`src/rtl/phase_ctrl_pkg.sv`:
```
package phase_ctrl_pkg;
  localparam int WORD_W = 6;
  localparam int PHASE_W = 4;
  localparam int DUMMY_W = WORD_W - PHASE_W;
  localparam int DEG_STEP_CENTI = 2250;
  localparam int CENTI_W = 16;
  // pin positions inside the sampled pin vector
  localparam int PIN_LE = 2;
  localparam int PIN_CLK = 1;
  localparam int PIN_DAT = 0;

  typedef struct packed {
    logic shiftEn;
    logic latchEn;
    logic serBit;
  } ctrlStrobes_t;
endpackage

```
`src/rtl/phase_ctrl_ctrl.sv`:
```
module phase_ctrl_ctrl
  import phase_ctrl_pkg::*;
#(
  parameter int SYNC_DEPTH = 2
) (
  input  logic         clk,
  input  logic         rstN,
  input  logic         modeSer,
  input  logic [2:0]   pinsRaw,
  output ctrlStrobes_t strobes,
  output logic         leLevel
);
  logic [2:0] syncQ [SYNC_DEPTH];
  logic [2:0] lastQ;
  logic [2:0] prevQ;

  genvar s;
  generate
    for (s = 0; s < SYNC_DEPTH; s++) begin : g_sync
      if (s == 0) begin : g_first
        always_ff @(posedge clk or negedge rstN) begin
          if (!rstN) syncQ[s] <= '0;
          else       syncQ[s] <= pinsRaw;
        end
      end else begin : g_next
        always_ff @(posedge clk or negedge rstN) begin
          if (!rstN) syncQ[s] <= '0;
          else       syncQ[s] <= syncQ[s-1];
        end
      end
    end
  endgenerate

  assign lastQ = syncQ[SYNC_DEPTH-1];

  always_ff @(posedge clk or negedge rstN) begin
    if (!rstN) prevQ <= '0;
    else       prevQ <= lastQ;
  end

  logic sclkRise;
  logic leRise;
  assign sclkRise = lastQ[PIN_CLK] & ~prevQ[PIN_CLK];
  assign leRise   = lastQ[PIN_LE] & ~prevQ[PIN_LE];
  assign leLevel  = lastQ[PIN_LE] | prevQ[PIN_LE];

  always_comb begin
    strobes.shiftEn = modeSer & sclkRise & ~leLevel;
    strobes.latchEn = modeSer & leRise;
    strobes.serBit  = lastQ[PIN_DAT];
  end
endmodule

```
`src/rtl/phase_ctrl_dp.sv`:
```
module phase_ctrl_dp
  import phase_ctrl_pkg::*;
(
  input  logic               clk,
  input  logic               rstN,
  input  ctrlStrobes_t       strobes,
  output logic [WORD_W-1:0]  shiftWord,
  output logic [PHASE_W-1:0] latchedState,
  output logic               lastStage
);
  always_ff @(posedge clk or negedge rstN) begin
    if (!rstN) begin
      shiftWord <= '0;
    end else if (strobes.shiftEn) begin
      shiftWord <= {shiftWord[WORD_W-2:0], strobes.serBit};
    end
  end

  // dummy bits occupy the low DUMMY_W positions and are dropped here
  always_ff @(posedge clk or negedge rstN) begin
    if (!rstN) begin
      latchedState <= '0;
    end else if (strobes.latchEn) begin
      latchedState <= shiftWord[WORD_W-1 -: PHASE_W];
    end
  end

  assign lastStage = shiftWord[WORD_W-1];
endmodule

```
`src/rtl/phase_ctrl_top.sv`:
```
module phase_ctrl_top
  import phase_ctrl_pkg::*;
#(
  parameter int SYNC_DEPTH = 2
) (
  input  logic               clk,
  input  logic               rstN,
  input  logic               modeSer,
  input  logic               pinA,
  input  logic               pinB,
  input  logic               pinC,
  input  logic [PHASE_W-2:0] parHi,
  output logic               serOut,
  output logic [PHASE_W-1:0] phaseState,
  output logic [CENTI_W-1:0] phaseCentiDeg
);
  ctrlStrobes_t       strobes;
  logic               leLevel;
  logic [WORD_W-1:0]  shiftWord;
  logic [PHASE_W-1:0] latchedState;
  logic [2:0]         pinsRaw;

  always_comb begin
    pinsRaw = '0;
    pinsRaw[PIN_LE]  = pinA;
    pinsRaw[PIN_CLK] = pinB;
    pinsRaw[PIN_DAT] = pinC;
  end

  phase_ctrl_ctrl #(.SYNC_DEPTH(SYNC_DEPTH)) u_ctrl (
    .clk     (clk),
    .rstN    (rstN),
    .modeSer (modeSer),
    .pinsRaw (pinsRaw),
    .strobes (strobes),
    .leLevel (leLevel)
  );

  phase_ctrl_dp u_dp (
    .clk          (clk),
    .rstN         (rstN),
    .strobes      (strobes),
    .shiftWord    (shiftWord),
    .latchedState (latchedState),
    .lastStage    (serOut)
  );

  assign phaseState    = modeSer ? latchedState : {parHi, pinA};
  assign phaseCentiDeg = CENTI_W'(phaseState * DEG_STEP_CENTI);
endmodule

```
`config.mk`:
```
export PLATFORM = sky130hd
export DESIGN_NAME = phase_ctrl_top
export DESIGN_NICKNAME = d
export VERILOG_FILES = /design/src/rtl/phase_ctrl_pkg.sv /design/src/rtl/phase_ctrl_ctrl.sv /design/src/rtl/phase_ctrl_dp.sv /design/src/rtl/phase_ctrl_top.sv
export SDC_FILE = /design/constraint.sdc
export NUM_CORES = 1
export LEC_CHECK = 0
export ABC_AREA = 1
export BUFFER_PORTS_ARGS = -buffer_cell sky130_fd_sc_hd__buf_2
export CAP_MARGIN = 20
export CORE_AREA = 3 3 69 71
export DETAILED_ROUTE_END_ITERATION = 10
export DIE_AREA = 0 0 72 74
export SLEW_MARGIN = 20
export SYNTH_ARGS = -nofsm -noshare
export SYNTH_HDL_FRONTEND = slang
export SYNTH_SLANG_ARGS = --single-unit
export TNS_END_PERCENT = 1
```
`constraint.sdc`:
```
create_clock -name clk -period 3 [get_ports clk]
set_input_delay 0.15 -clock clk [delete_from_list [all_inputs] [get_ports clk]]
set_output_delay 0.15 -clock clk [all_outputs]
set_load 0.02 [all_outputs]
```
==> results of run 1 <==
[sequential cells by signal, summed over array words and instances (netlist names)]
| register | cells |
|---|---|
| u_dp.shiftWord | 6 |
| u_dp.latchedState | 4 |
| u_ctrl.lastQ | 3 |
| u_ctrl.syncQ | 3 |
| u_ctrl.prevQ | 2 |
[cell type report]
class	instances	area [um2]	share of cell area, %
Multi-Input combinational cell	112	673	45.1
Sequential cell	18	450	30.2
Inverter	25	93.8	6.29
Timing Repair Buffer	31	168	11.2
Clock buffer	3	41.3	2.77
Tap cell	52	65.1	4.36
[cells in the mapped netlist]
library cell	number	area, um2
o21ai_1	4	20.0
nand4_1	1	6.26
inv_2	1	3.75
a21o_1	1	7.51
nand4_2	1	12.5
xnor2_1	1	8.76
nor2_1	7	26.3
xor2_1	4	35.0
nand3_1	7	35.0
ha_1	15	188
conb_1	1	3.75
mux2_1	1	11.3
a21oi_1	8	40.0
nand2_1	47	176
dfrtp_1	18	450
inv_1	24	90.1
o21ai_2	1	8.76
or2_1	1	6.26
nand3_2	2	20.0
buf_2	1	5.00
nor3_2	1	10.0
buf_4	3	22.5
o21ai_0	5	25.0
nand2_2	3	18.8
nand3b_1	1	7.51
[metrics by stage]
step	worst slack [ps]	hold slack [ps]	instance area (um2)	util (%)	total power, mW
after detailed placement	413	98.7	1420	33.0	0.712
after global placement	466	95.6	1420	33.0	0.711
final	250	4.13	1490	34.7	0.871
after global routing	54.0	3.03	1490	34.7	0.945
after floorplan	482	-146	1240	-	0.604
after CTS	142	1.24	1470	34.2	0.878
[critical path, cell delays in order, from the launching register on]
cell and delay (ps):
dfrtp_1 380, or2_1 220, o21ai_1 120, inv_2 90
ha_1 280, inv_1 40, ha_1 180, ha_1 310
nand2_1 80, inv_1 40, a21oi_1 130, nand2_1 130
nand2_1 80, nand2_1 40, nand2_1 60, buf_2 160
[how the worst max path moves through the flow]
| stage | startpoint | endpoint | slack [ps] | depth (start not counted) |
|---|---|---|---|---|
| floorplan | u_dp.latchedState[3] | phaseCentiDeg[12] | 480 | 12 |
| global placement | modeSer | phaseCentiDeg[15] | 470 | 16 |
| detailed placement | modeSer | phaseCentiDeg[15] | 410 | 16 |
| CTS | u_dp.latchedState[3] | phaseCentiDeg[15] | 140 | 14 |
| global route | u_dp.latchedState[3] | phaseCentiDeg[15] | 50 | 14 |
| finish | u_dp.latchedState[3] | phaseCentiDeg[14] | 250 | 15 |
[logic make-up (layout without fill, tap and decap cells)]
| family | Yosys count | after routing |
|---|---|---|
| compound gates | 19 | 19 |
| flops | 18 | 18 |
| buf+inv | 29 | 59 |
| mux | 1 | 1 |
| fa+ha+maj | 15 | 15 |
| other cells | 1 | 1 |
| xor+xnor | 5 | 5 |
| simple gates | 71 | 71 |
[layer usage]
layer / GRT usage (%) / up-vias / share of wire, %
li1: - / 560 / -
met1: 12.2 / 457 / 46
met2: 18.1 / 19 / 49
met3: 1.35 / 5 / 3.4
met4: 3.76 / 0 / 1.7
met5: 0 / - / 0
[timing repair]
| item | in CTS | in global routing |
|---|---|---|
| endpoints found under the setup margin | 0 | 5 |
| gates resized for setup | 0 | 4 |
| hold buffers | 1 | 1 |
| buffers inserted | 0 | 1 |
| hold endpoints to repair | 18 | 1 |
[power by group through the flow]
stage	Clock, mW	Sequential (mW)	Combinational, mW
after floorplan	0	0.304	0.301
after global placement	0	0.304	0.407
after detailed placement	0	0.305	0.408
after CTS	0.167	0.300	0.411
after global routing	0.176	0.307	0.463
final	0.161	0.300	0.409
==> impl_metrics.tcl, run 1 <==
set metrics [dict create \
    switchingPower_mw 0.358 \
    fin_crit_sh_pct 91.7 \
    rsz0062_at_grt "no" \
    yosysSeqAreaShare_pct 36.4 \
    n_antenna_cell 0 \
    drc 0 \
    syn-cell-area_um2 1240 \
    path_max_fanout 6 \
    area_growth_pct 20.4 \
    p_clk_share_pct 18.5 \
    grt_max_degree 19 \
    drv_cap 0 \
    grt_pass1_vias 979 \
    synthSimpleGateAreaFrac_pct 25.8 \
    layout_commonest_cell "nand2_1" \
    dp.cells 235 \
    hold_path_end "u_ctrl.syncQ[3]" \
    setup-tns-final_ps 0 \
    power_density_nw_per_um2 584 \
    hp-class "in2reg" \
    fill_cells 470 \
    synthDistinctLibCells 25 \
    fin_skew_ps 2.67 \
    report.final.slew_viol_count 0 \
    drive_above_1_share_pct 23.3 \
    tritoncts "done" \
    wl_per_cell_um 10.3 \
    finalSetupViolCount 0 \
    vias 1041 \
    leakagePower_nw 0.902 \
    pin_count 30 \
    clk_latency_ps 250 \
    syn_area_per_cell_um2 7.79 \
    reg2reg_slack_ps 1760 \
    cts_root_buf "clkbuf_8" \
    grt_pass1_wl_um 4220 \
    cp-start-kind "register" \
    instances_no_fill 241 \
    seq_power_share_pct 34.5 \
    synth_cells 159 \
    core_area_um2 4290 \
    dieArea_um2 5330 \
    swShare_pct 41.1 \
    clk_pin_slew_ps 60 \
    end_kind "output port" \
    cts_buffer_depth 2 \
    portBuffers 28 \
    start_util_pct 28.8 \
    reg2reg_depth 4 \
    dieWidth_um 72 \
    cts_buffers 3 \
    fp.dieH_um 74 \
    yosys_warnings 0 \
    hold-path-cell-count 1 \
    period_needed_ps 2750 \
    drt-initial-drc-count 57 \
    min_from "pinC" \
    path_class "reg2out" \
    synth_fa_ha_area_share_pct 15.2 \
    required_ps 2850 \
    internal_power_mw 0.513 \
    layout.nets 215 \
    muxShareOfSynthArea_pct 0.909 \
    drtAntennaViolNets 0 \
    row_count 24 \
    grt_overflow_total 0 \
    detail_route.vias_per_cell 4.32 \
    status "complete, no violations" \
    hpwl_um 2060 \
    htreeDepth 1 \
    wirelength_um 2490 \
    first_pass_iters 4 \
    synth_top_family_by_area "simple AND/OR/NAND/NOR gates" \
    synth_fp_nets 183 \
    r2r_end "u_dp.shiftWord[0]" \
    synth-compound-area-share_pct 8.18 \
    synth-xor-area-share_pct 3.54 \
    ys_ff_latch 18 \
    cts_sinks 18 \
    fmaxAchievable_mhz 364 \
    mostFrequentLayoutCells "nand2_1 (46), buf_2 (28), inv_1 (23), dfrtp_1 (18), ha_1 (15)" \
    arrival_ps 2600 \
    hold_viol 0 \
    antenna_found_initial 0 \
    worst_ir_drop_vdd_v 0.000321 \
    p_comb_share_pct 47.0 \
    place_congestion 0.766 \
    track_usage_pct 10.0 \
    regToRegStartpoint "u_ctrl.lastQ[2]" \
]
Power figures use the tool's default switching activity.
==> run 2, diff against run 1 <==
ABC_AREA = not set   (was 1)
CORE_AREA = 3 3 59 61   (was 3 3 69 71)
DIE_AREA = 0 0 62 64   (was 0 0 72 74)
==> run 2 against run 1 <==
Against the previous run: combinational power fell by 41%; final cell count fell by 24%; cell area rose by 0.67%; critical path depth fell by 6; clock power fell by 33%; setup slack got worse by 150 ps; area after synthesis fell by 3.4%.
==> impl_metrics.tcl, run 2 <==
set metrics [dict create \
    yosys_warnings 0 \
    antenna_found_initial 0 \
    grt_max_degree 19 \
    synthTopCellsByArea "dfrtp_1 (38%), ha_1 (16%), mux2_2 (11%), xnor2_1 (3.7%), mux2i_1 (2.5%)" \
    fmaxAchievable_mhz 345 \
    layout_commonest_cell "buf_2" \
    place_congestion 0.850 \
    yosysMostFrequentCell "dfrtp_1" \
    cts_buffer_depth 2 \
    async_flop_share_pct 100 \
    wl_per_cell_um 13.2 \
    grt_pass1_wl_um 3920 \
    cts_root_buf "clkbuf_4" \
    instances_no_fill 183 \
    grt_overflow_total 0 \
    synthDistinctLibCells 38 \
    largest_registers "u_dp.shiftWord: 6 flops, u_dp.latchedState: 4 flops" \
    synthTopCellsByCount "dfrtp_1 (18), ha_1 (15), mux2_2 (12)" \
    reg2reg_slack_ps 1650 \
    path_max_fanout 8 \
    drt-initial-drc-count 52 \
    cp-start-kind "register" \
    clk_latency_ps 280 \
    drv_cap 0 \
    synth_fp_nets 130 \
    end_kind "output port" \
    layout.nets 165 \
    pin_count 30 \
    synth_edf_count 0 \
    area_growth_pct 25.5 \
    dp.cells 176 \
    regToRegStartpoint "u_ctrl.lastQ[2]" \
    dieWidth_um 62 \
    rsz0062_at_grt "yes" \
    grt_pass1_vias 907 \
    status "complete, no violations" \
    critPathBufInv 2 \
    row_count 20 \
    synth_top_area_share_pct 37.7 \
    clk_pin_slew_ps 90 \
    start_util_pct 39.5 \
    vias 926 \
    required_ps 2850 \
    path_class "reg2out" \
    fp.dieH_um 64 \
    leakagePower_nw 0.775 \
    fin_skew_ps 5.39 \
    mostFrequentLayoutCells "buf_2 (26), dfrtp_1 (18), ha_1 (11), mux2_2 (10)" \
    seqCellArea_um2 450 \
    finalSetupViolCount 0 \
    path_cells "mux2i_2 -> inv_2 -> ha_1 -> ha_4 -> a21o_2 -> or3_1 -> o211ai_1 -> nor3b_1 -> buf_2" \
    detail_route.vias_per_cell 5.06 \
    top_register "u_dp.shiftWord" \
    max_stage_delay_ps 400 \
    reg2reg_depth 3 \
    drtAntennaViolNets 0 \
    hpwl_um 1850 \
    first_pass_iters 4 \
    tritoncts "done" \
    fill_cells 297 \
    yosys.area.top_type "dfrtp_1" \
    arrival_ps 2750 \
    synth_cells 106 \
    multi_input_area_um2 747 \
    htreeDepth 1 \
    hp-class "in2async" \
    report.final.slew_viol_count 0 \
    path_delay_family "adder cells" \
    synth_flop_cell "dfrtp_1" \
    worst_ir_drop_vdd_v 0.000261 \
    portBuffers 28 \
    dieArea_um2 3970 \
    core_area_um2 3030 \
    drc 0 \
    largest_reg_flops 6 \
    power_density_nw_per_um2 414 \
    n_antenna_cell 0 \
    track_usage_pct 12.8 \
    ys_ff_latch 18 \
    syn_area_per_cell_um2 11.3 \
    fin_crit_sh_pct 96.7 \
    power.total_mw 0.622 \
    r2r_end "u_dp.shiftWord[4]" \
    cts_buffers 3 \
    yosysSeqAreaShare_pct 37.7 \
    syn-cell-area_um2 1200 \
    period_needed_ps 2900 \
    hold_viol 0 \
    cts_sinks 18 \
    wirelength_um 2420 \
    cpMaxStageDelayCell "dfrtp_1" \
    drive_above_1_share_pct 40.3 \
]
[run 2: logic make-up (layout without fill, tap and decap cells)]
family          Yosys count  count (layout)  share of synthesized area [%]
mux                      16              16                           15.7
simple gates             20              20                           10.1
xor+xnor                  7               7                           5.13
other cells               1               1                          0.314
fa+ha+maj                15              15                           15.7
flops                    18              18                           37.7
compound gates           19              19                           10.7
buf+inv                  10              43                           4.71
[run 2: metal layers]
metal	up-vias	wire length, um	GRT usage [%]
li1	447	-	-
met1	444	1070	16.5
met2	31	1210	21.1
met3	4	109	1.21
met4	0	27	5.57
met5	-	0	0
[run 2: timing repair]
action / in CTS / in global routing
hold buffers: 4 / 0
buffers inserted: 0 / 0
endpoints found under the setup margin: 7 / 7
resized for setup: 5 / 9
endpoints found under the hold margin: 21 / 0
pin swaps: 0 / 1
[run 2: layout make-up]
cell class | instances | area share, %
inverter | 5 | 1.25
sequential | 18 | 30.0
tap | 44 | 3.67
timing repair buffer | 35 | 13.8
clock buffer | 3 | 1.50
multi-input combinational | 78 | 49.7
[run 2: stage by stage]
step | setup TNS, ps | util [%] | hold WS [ps] | instance area [um2] | worst slack, ps
after floorplan | 0 | - | -146 | 1200 | 74.1
after global placement | 0 | 45.5 | 80.0 | 1380 | 251
after detailed placement | 0 | 45.5 | 93.1 | 1380 | 232
after CTS | 0 | 48.3 | 317 | 1460 | 16.4
after global routing | -9.33 | 49.6 | 325 | 1500 | -6.97
final | 0 | 49.6 | 316 | 1500 | 99.9
[run 2: worst max-delay path by stage]
| stage | from | endpoint | slack (ps) | cells past startpoint |
|---|---|---|---|---|
| after floorplan | u_dp.latchedState[1] | phaseCentiDeg[13] | 70 | 8 |
| after global placement | modeSer | phaseCentiDeg[13] | 250 | 9 |
| after detailed placement | modeSer | phaseCentiDeg[12] | 230 | 10 |
| after CTS | u_dp.latchedState[3] | phaseCentiDeg[9] | 20 | 9 |
| after global routing | u_dp.latchedState[3] | phaseCentiDeg[9] | -7 | 9 |
| final | u_dp.latchedState[1] | phaseCentiDeg[13] | 100 | 9 |
[run 2: power by group]
| group | switching [mW] | internal [mW] | leakage, nW | total, mW |
|---|---|---|---|---|
| clock network | 0.0614 | 0.0465 | 0.0138 | 0.108 |
| registers | 0.0104 | 0.263 | 0.229 | 0.273 |
| logic | 0.137 | 0.104 | 0.532 | 0.241 |
| total | 0.209 | 0.413 | 0.775 | 0.622 |
